### src/rtl/timer8_pkg.sv
package timer8_pkg;

    localparam int CNT_W  = 8;
    localparam int CSEL_W = 4;
    localparam int ADDR_W = 3;

    typedef enum logic [ADDR_W-1:0] {
        A_CTRL   = 3'd0,
        A_COUNT  = 3'd1,
        A_CMPA   = 3'd2,
        A_CMPB   = 3'd3,
        A_IE     = 3'd4,
        A_FLAGS  = 3'd5,
        A_STROBE = 3'd6,
        A_SPARE  = 3'd7
    } reg_addr_t;

    typedef enum logic [1:0] {
        OM_NONE   = 2'b00,
        OM_TOGGLE = 2'b01,
        OM_LOW    = 2'b10,
        OM_HIGH   = 2'b11
    } out_mode_t;

    typedef enum logic {
        BLK_OPEN  = 1'b0,
        BLK_ARMED = 1'b1
    } blk_state_t;

    // control register bit positions
    localparam int CTL_MODE_LO = 4;
    localparam int CTL_PWM     = 6;
    localparam int CTL_CLR     = 7;

    // flag / enable / strobe bit positions
    localparam int FB_OVF   = 0;
    localparam int FB_CMP   = 1;
    localparam int SB_FORCE = 0;
    localparam int SB_PRST  = 1;

endpackage

### src/rtl/timer8_prescale.sv
module timer8_prescale
    import timer8_pkg::*;
#(
    parameter int SEL_W = CSEL_W,
    parameter int DIV_W = (2 ** SEL_W) - 2
) (
    input  logic             clk,
    input  logic             rst_n,
    input  logic             restart,
    input  logic [SEL_W-1:0] csel,
    output logic             tick
);

    logic [DIV_W-1:0] div_q;
    logic [DIV_W-1:0] mask;

    always_ff @(posedge clk or negedge rst_n) begin
        if (!rst_n)       div_q <= '0;
        else if (restart) div_q <= '0;
        else              div_q <= div_q + 1'b1;
    end

    always_comb begin
        mask = '0;
        for (int i = 0; i < DIV_W; i++) begin
            if (i < int'(csel) - 1) mask[i] = 1'b1;
        end
    end

    assign tick = (csel != '0) && ((div_q & mask) == mask);

    // directly after a restart no tick is possible for codes above 1
    a_r3_restart_quiet: assert property (@(posedge clk) disable iff (!rst_n)
        restart |=> (!tick || csel <= 1));

endmodule

### src/rtl/timer8_count.sv
module timer8_count
    import timer8_pkg::*;
#(
    parameter int W = CNT_W
) (
    input  logic         clk,
    input  logic         rst_n,
    input  logic         tick,
    input  logic         wr_en,
    input  logic [W-1:0] wr_data,
    input  logic [W-1:0] cmpa,
    input  logic         clr_on_match,
    output logic [W-1:0] count,
    output logic         match,
    output logic         ovf
);

    localparam logic [W-1:0] TOP = '1;

    blk_state_t   blk_q, blk_d;
    logic [W-1:0] count_d;
    logic         eff_tick;
    logic         clear_now;

    // state register
    always_ff @(posedge clk or negedge rst_n) begin
        if (!rst_n) blk_q <= BLK_OPEN;
        else        blk_q <= blk_d;
    end

    always_comb begin
        blk_d = blk_q;
        unique case (blk_q)
            BLK_OPEN:  if (wr_en) blk_d = BLK_ARMED;
            BLK_ARMED: if (!wr_en && tick) blk_d = BLK_OPEN;
        endcase
    end

    // outputs and datapath
    always_comb begin
        eff_tick  = tick && !wr_en;
        match     = 1'b0;
        unique case (blk_q)
            BLK_OPEN:  match = eff_tick && (count == cmpa);
            BLK_ARMED: match = 1'b0;
        endcase
        clear_now = match && clr_on_match;
        ovf       = eff_tick && !clear_now && (count == TOP);
        if (wr_en)          count_d = wr_data;
        else if (clear_now) count_d = '0;
        else if (eff_tick)  count_d = count + 1'b1;
        else                count_d = count;
    end

    always_ff @(posedge clk or negedge rst_n) begin
        if (!rst_n) count <= '0;
        else        count <= count_d;
    end

    // without a tick or write the counter holds
    a_r2_hold: assert property (@(posedge clk) disable iff (!rst_n)
        (!tick && !wr_en) |=> $stable(count));
    // clear-on-compare lands on zero
    a_r5_clear: assert property (@(posedge clk) disable iff (!rst_n)
        (match && clr_on_match) |=> (count == '0));
    // the tick after a write only increments
    a_r7_blocked: assert property (@(posedge clk) disable iff (!rst_n)
        (blk_q == BLK_ARMED && tick && !wr_en) |=> (count == $past(count) + 1'b1));
    // overflow lands on zero
    a_r8_wrap: assert property (@(posedge clk) disable iff (!rst_n)
        ovf |=> (count == '0));

endmodule

### src/rtl/timer8_events.sv
module timer8_events
    import timer8_pkg::*;
(
    input  logic      clk,
    input  logic      rst_n,
    input  logic      match,
    input  logic      ovf,
    input  logic      force_wr,
    input  logic      pwm_en,
    input  out_mode_t mode,
    input  logic      clr_ovf_wr,
    input  logic      clr_cmp_wr,
    input  logic      ack_ovf,
    input  logic      ack_cmp,
    input  logic      ie_ovf,
    input  logic      ie_cmp,
    output logic      pin,
    output logic      flag_ovf,
    output logic      flag_cmp,
    output logic      irq_ovf,
    output logic      irq_cmp
);

    logic act;
    logic pin_d;

    always_comb begin
        act   = match || (force_wr && !pwm_en);
        pin_d = pin;
        if (act) begin
            unique case (mode)
                OM_NONE:   pin_d = pin;
                OM_TOGGLE: pin_d = !pin;
                OM_LOW:    pin_d = 1'b0;
                OM_HIGH:   pin_d = 1'b1;
            endcase
        end
    end

    always_ff @(posedge clk or negedge rst_n) begin
        if (!rst_n) begin
            pin      <= 1'b0;
            flag_ovf <= 1'b0;
            flag_cmp <= 1'b0;
        end else begin
            pin <= pin_d;
            if (ovf)                          flag_ovf <= 1'b1;
            else if (clr_ovf_wr || ack_ovf)   flag_ovf <= 1'b0;
            if (match)                        flag_cmp <= 1'b1;
            else if (clr_cmp_wr || ack_cmp)   flag_cmp <= 1'b0;
        end
    end

    assign irq_ovf = flag_ovf && ie_ovf;
    assign irq_cmp = flag_cmp && ie_cmp;

    // force in PWM mode leaves the pin alone
    a_r12_pwm_force: assert property (@(posedge clk) disable iff (!rst_n)
        (force_wr && pwm_en && !match) |=> $stable(pin));
    // compare flag rises only from a match
    a_r4_cmp_source: assert property (@(posedge clk) disable iff (!rst_n)
        $rose(flag_cmp) |-> $past(match));
    // overflow flag rises only from a wrap
    a_r8_ovf_source: assert property (@(posedge clk) disable iff (!rst_n)
        $rose(flag_ovf) |-> $past(ovf));

endmodule

### src/rtl/timer8_top.sv
module timer8_top
    import timer8_pkg::*;
#(
    parameter int W      = CNT_W,
    parameter int SEL_W  = CSEL_W,
    parameter int AW     = ADDR_W
) (
    input  logic          clk,
    input  logic          rst_n,
    input  logic [AW-1:0] bus_addr,
    input  logic          bus_wr,
    input  logic [W-1:0]  bus_wdata,
    output logic [W-1:0]  bus_rdata,
    input  logic          ack_ovf,
    input  logic          ack_cmp,
    output logic          irq_ovf,
    output logic          irq_cmp,
    output logic          cmp_pin
);

    logic [W-1:0] ctrl_q, cmpa_q, cmpb_q;
    logic [1:0]   ie_q;
    logic [W-1:0] count;
    logic         tick, match, ovf;
    logic         flag_ovf, flag_cmp;
    logic         wr_ctrl, wr_count, wr_cmpa, wr_cmpb, wr_ie, wr_flags, wr_strobe;
    logic         force_wr, prst_wr;
    out_mode_t    mode;

    assign wr_ctrl   = bus_wr && (bus_addr == A_CTRL);
    assign wr_count  = bus_wr && (bus_addr == A_COUNT);
    assign wr_cmpa   = bus_wr && (bus_addr == A_CMPA);
    assign wr_cmpb   = bus_wr && (bus_addr == A_CMPB);
    assign wr_ie     = bus_wr && (bus_addr == A_IE);
    assign wr_flags  = bus_wr && (bus_addr == A_FLAGS);
    assign wr_strobe = bus_wr && (bus_addr == A_STROBE);
    assign force_wr  = wr_strobe && bus_wdata[SB_FORCE];
    assign prst_wr   = wr_strobe && bus_wdata[SB_PRST];
    assign mode      = out_mode_t'(ctrl_q[CTL_MODE_LO +: 2]);

    always_ff @(posedge clk or negedge rst_n) begin
        if (!rst_n) begin
            ctrl_q <= '0;
            cmpa_q <= '0;
            cmpb_q <= '0;
            ie_q   <= '0;
        end else begin
            if (wr_ctrl) ctrl_q <= bus_wdata;
            if (wr_cmpa) cmpa_q <= bus_wdata;
            if (wr_cmpb) cmpb_q <= bus_wdata;
            if (wr_ie)   ie_q   <= bus_wdata[1:0];
        end
    end

    timer8_prescale #(.SEL_W(SEL_W)) u_pre (
        .clk     (clk),
        .rst_n   (rst_n),
        .restart (prst_wr),
        .csel    (ctrl_q[SEL_W-1:0]),
        .tick    (tick)
    );

    timer8_count #(.W(W)) u_cnt (
        .clk          (clk),
        .rst_n        (rst_n),
        .tick         (tick),
        .wr_en        (wr_count),
        .wr_data      (bus_wdata),
        .cmpa         (cmpa_q),
        .clr_on_match (ctrl_q[CTL_CLR]),
        .count        (count),
        .match        (match),
        .ovf          (ovf)
    );

    timer8_events u_evt (
        .clk        (clk),
        .rst_n      (rst_n),
        .match      (match),
        .ovf        (ovf),
        .force_wr   (force_wr),
        .pwm_en     (ctrl_q[CTL_PWM]),
        .mode       (mode),
        .clr_ovf_wr (wr_flags && bus_wdata[FB_OVF]),
        .clr_cmp_wr (wr_flags && bus_wdata[FB_CMP]),
        .ack_ovf    (ack_ovf),
        .ack_cmp    (ack_cmp),
        .ie_ovf     (ie_q[FB_OVF]),
        .ie_cmp     (ie_q[FB_CMP]),
        .pin        (cmp_pin),
        .flag_ovf   (flag_ovf),
        .flag_cmp   (flag_cmp),
        .irq_ovf    (irq_ovf),
        .irq_cmp    (irq_cmp)
    );

    always_comb begin
        bus_rdata = '0;
        case (bus_addr)
            A_CTRL:  bus_rdata = ctrl_q;
            A_COUNT: bus_rdata = count;
            A_CMPA:  bus_rdata = cmpa_q;
            A_CMPB:  bus_rdata = cmpb_q;
            A_IE:    bus_rdata[1:0] = ie_q;
            A_FLAGS: begin
                bus_rdata[FB_OVF] = flag_ovf;
                bus_rdata[FB_CMP] = flag_cmp;
            end
            default: bus_rdata = '0;
        endcase
    end

    // strobe register never reads back a one
    a_r3_strobe_zero: assert property (@(posedge clk) disable iff (!rst_n)
        (bus_addr == A_STROBE) |-> (bus_rdata == '0));

endmodule

### config.mk
export PLATFORM = sky130hd
export DESIGN_NAME = timer8_top
export DESIGN_NICKNAME = d
export VERILOG_FILES = /design/src/rtl/timer8_pkg.sv /design/src/rtl/timer8_prescale.sv /design/src/rtl/timer8_count.sv /design/src/rtl/timer8_events.sv /design/src/rtl/timer8_top.sv
export SDC_FILE = /design/constraint.sdc
export NUM_CORES = 1
export LEC_CHECK = 0
export ABC_AREA = 0
export BUFFER_PORTS_ARGS = -buffer_cell sky130_fd_sc_hd__clkbuf_2
export CAP_MARGIN = 20
export CORE_MARGIN = 2
export CORE_UTILIZATION = 48
export CTS_CLUSTER_DIAMETER = 40
export DETAILED_ROUTE_END_ITERATION = 12
export PLACE_DENSITY = 0.66
export SKIP_CTS_REPAIR_TIMING = 1
export SLEW_MARGIN = 30
export SYNTH_ARGS = -nofsm -noshare
export SYNTH_HDL_FRONTEND = slang
export SYNTH_HIERARCHICAL = 1
export SYNTH_SLANG_ARGS = --single-unit
export TNS_END_PERCENT = 100
### constraint.sdc
create_clock -name clk -period 4.3 [get_ports clk]
set_input_delay 0.645 -clock clk [delete_from_list [all_inputs] [get_ports clk]]
set_output_delay 0.645 -clock clk [all_outputs]
set_load 0.05 [all_outputs]
==> results.cfg <==
[global_routing]
grt_use_total = 0.189
grt_max_degree = 53
grt_pass1_vias = 2047
antenna_found_initial = 0
grt_overflow = 0
grt_pass1_wl_mm = 10.5

[synthesis]
ys_types = 51
synth-async-reset-ratio = 1.00
synthesis.area_um2 = 3050
ys_top_cells_by_area = dfrtp_1 43%, mux2_2 10%, xor2_1 6.0%, nor2_1 2.7%, mux4_1 2.6%
synth_ff_type = dfrtp_1
syn_area_per_cell_um2 = 11.4
yosysSeqAreaShare = 0.426
syn_inst = 268
synth_fp_nets = 287
synth-edff-count = 0
synth_seq_cells = 52
yosys_warnings = 6
synth_top_area_share = 0.426
synth.largest_area_cell = dfrtp_1

[routing]
drtIter0Drc = 115
ant_nets = 0
remaining_drc_errors = 0
vias = 2122
dr.pass1.iters = 4
routed_wl_mm = 6.28
viasPerCell = 5.75
post_drt_wl_per_cell_um = 17.0

[die]
die_w_um = 83.8
ios = 27
initial_utilization = 0.489
fp.dieH_um = 83.8
core_area_um2 = 6240
core.rowCount = 29
fp.dieArea_um2 = 7020

[power_and_ir_drop]
power.leakage_nw = 1.47
power.switching_w = 0.000577
internal_power_w = 0.00103
power_w = 0.00161
power_per_cell_area_nw_per_um2 = 483
power.share.switching = 0.359
ir_drop_v = 0.000179
power_frac_seq = 0.483
p_clk_frac = 0.205
p_comb_frac = 0.312

[worst_setup_path]
max_stage_delay_ns = 0.52
worstPathBufferInverterCount = 3
worstPathRequired_ns = 4.50
crit_path_end_kind = flip-flop
critPathLaunchType = flip-flop
arrival_ns = 3.89
crit_type = flip-flop to flip-flop
worstPathMaxFanout = 10
crit_chain = inv_1, ha_1, xnor2_2, nor3_1, or4_1, or4_1, a211oi_2, buf_4, inv_1, nor4_2, and3_4, a2111oi_4, a21o_1
crit_start = ctrl_q[0]$_DFFE_PN0P_
reg2reg_from = ctrl_q[0]$_DFFE_PN0P_
crit_family = simple AND/OR/NAND/NOR gates
critPathSlowestCell = dfrtp_1

[timing]
setup_viol = 0
relSlewSlack = 0.557
whs_ns = 0.448
tns_ns = 0
clock.fmax_mhz = 271
setup_ws_ns = 0.610
clock_skew_ns = 0.00724
hold_viol_final = 0
fin_crit_ns = 3.69
finalCritPeriodShare = 0.858
worstMarginPinSlew_ns = 0.664
rsz0062_at_grt = false
drv_slew = 0

[final_layout]
filler_cell_count = 573
final-seq-area_um2 = 1300
nNetsFinal = 310
multi_input_area_um2 = 1650
drive_above_1_share = 0.277
area_growth_pct = 9.01
n_antenna_cell = 0

[place]
io_buffers = 26
place_hpwl_mm = 4.42
dp_slack_ns = 0.619
place_congestion = 0.774

[cts]
cts_tree = yes
cts_buffers = 5
clkTransAtPathRegs_ns = 0.09
cts_root_buffer = clkbuf_8
clkSinkCount = 52
insertion_delay_ns = 0.30
clockBufferDepth = 2
htree_num_levels = 2

[run]
drv_cap = 0

[hold_path]
min_path_type = primary input to asynchronous set/reset pin

[outcome]
outcome = finished, final reports clean
state kept, by name, summed over array words and instances, names as in the netlist:
signal	cells
u_pre/div_q	14
u_evt/flag_cmp	1
u_evt/pin	1
u_evt/flag_ovf	1
cmpa_q	8
cmpb_q	8
u_cnt/count	8
u_cnt/blk_q	1
ie_q	2
ctrl_q	8
kinds of logic (layout without fill, tap and decap cells):
logic type               count (synthesis)  after routing  share of synthesized area
AND/OR/NAND/NOR                         88             88                      0.176
AO/OA/AOI/OAI                           42             42                      0.109
multiplexers                            37             37                      0.161
flip-flops                              52             52                      0.426
XOR/XNOR                                28             28                     0.0828
adder cells (fa/ha/maj)                  3              3                     0.0123
buffers and inverters                   18             42                     0.0336
power groups by stage:
stage	clock network, W	registers (W)	logic [W]
after CTS	0.000340	0.000773	0.000503
final	0.000330	0.000776	0.000502
after detailed placement	0	0.000780	0.000500
after global placement	0	0.000776	0.000491
after floorplan	0	0.000722	0.000438
after global routing	0.000361	0.000795	0.000546
synthesized netlist by cell type (4+ instances only):
master and number:
dfrtp_1 52, mux2_2 28, nor2_1 22, xor2_1 21
nand2_1 11, a21oi_1 9, a22o_1 9, nand3_1 9
nor2b_1 8, o21ai_0 8, nand4_1 6, xnor2_1 6
inv_1 5, nor3_1 5, a21o_1 4, clkbuf_1 4
or3_1 4
placed cells by master, fill, tap and decap left out, types with 4 or more instances in the layout:
master and count:
a21oi_1 9, inv_1 5, xnor2_1 6, xor2_1 21
dfrtp_1 52, o21ai_0 8, mux2_2 28, clkbuf_8 5
or3_1 4, nor2b_1 8, a21o_1 4, clkbuf_2 26
a22o_1 9, nand2_1 11, nand4_1 6, nand3_1 9
nor3_1 5, nor2_1 21
path summary, 6_finish.rpt:
check                                              to  slack, ns  depth (start not counted)
min reg2reg                     cmpb_q[0]$_DFFE_PN0P_       0.51                          1
max reg2reg                u_evt/flag_ovf$_DFFE_PN0P_       0.61                         13
max in group asynchronous    u_pre/div_q[1]$_DFF_PN0_       3.40                          2
min in group clk                cmpb_q[0]$_DFFE_PN0P_       0.51                          1
min                             cmpb_q[7]$_DFFE_PN0P_       0.45                          2
max                        u_evt/flag_ovf$_DFFE_PN0P_       0.61                         13
layer usage:
metal  track usage  up-vias  part of all wire
met3        0.0317        6             0.048
li1              -     1017                 -
met4        0.0440        0            0.0091
met2         0.281       50              0.44
met5             0        -                 0
met1         0.289     1049              0.50
final cells by class:
type                    instances  area share
clock inverters                 2      0.0105
multi-input cells             198       0.496
flip-flops and latches         52       0.391
repair buffers                 29      0.0458
inverters                       5     0.00564
clock buffers                   6      0.0218
well taps                      77      0.0289
stage by stage:
stage / util / cells / cell area (um2)
after global placement: 0.516 / 361 / 3220
after floorplan: - / 268 / 3050
after CTS: 0.533 / 369 / 3330
after global routing: 0.533 / 369 / 3330
after detailed placement: 0.516 / 361 / 3220
final: 0.533 / 369 / 3330
Note: power is estimated with default switching activity, not from simulation.
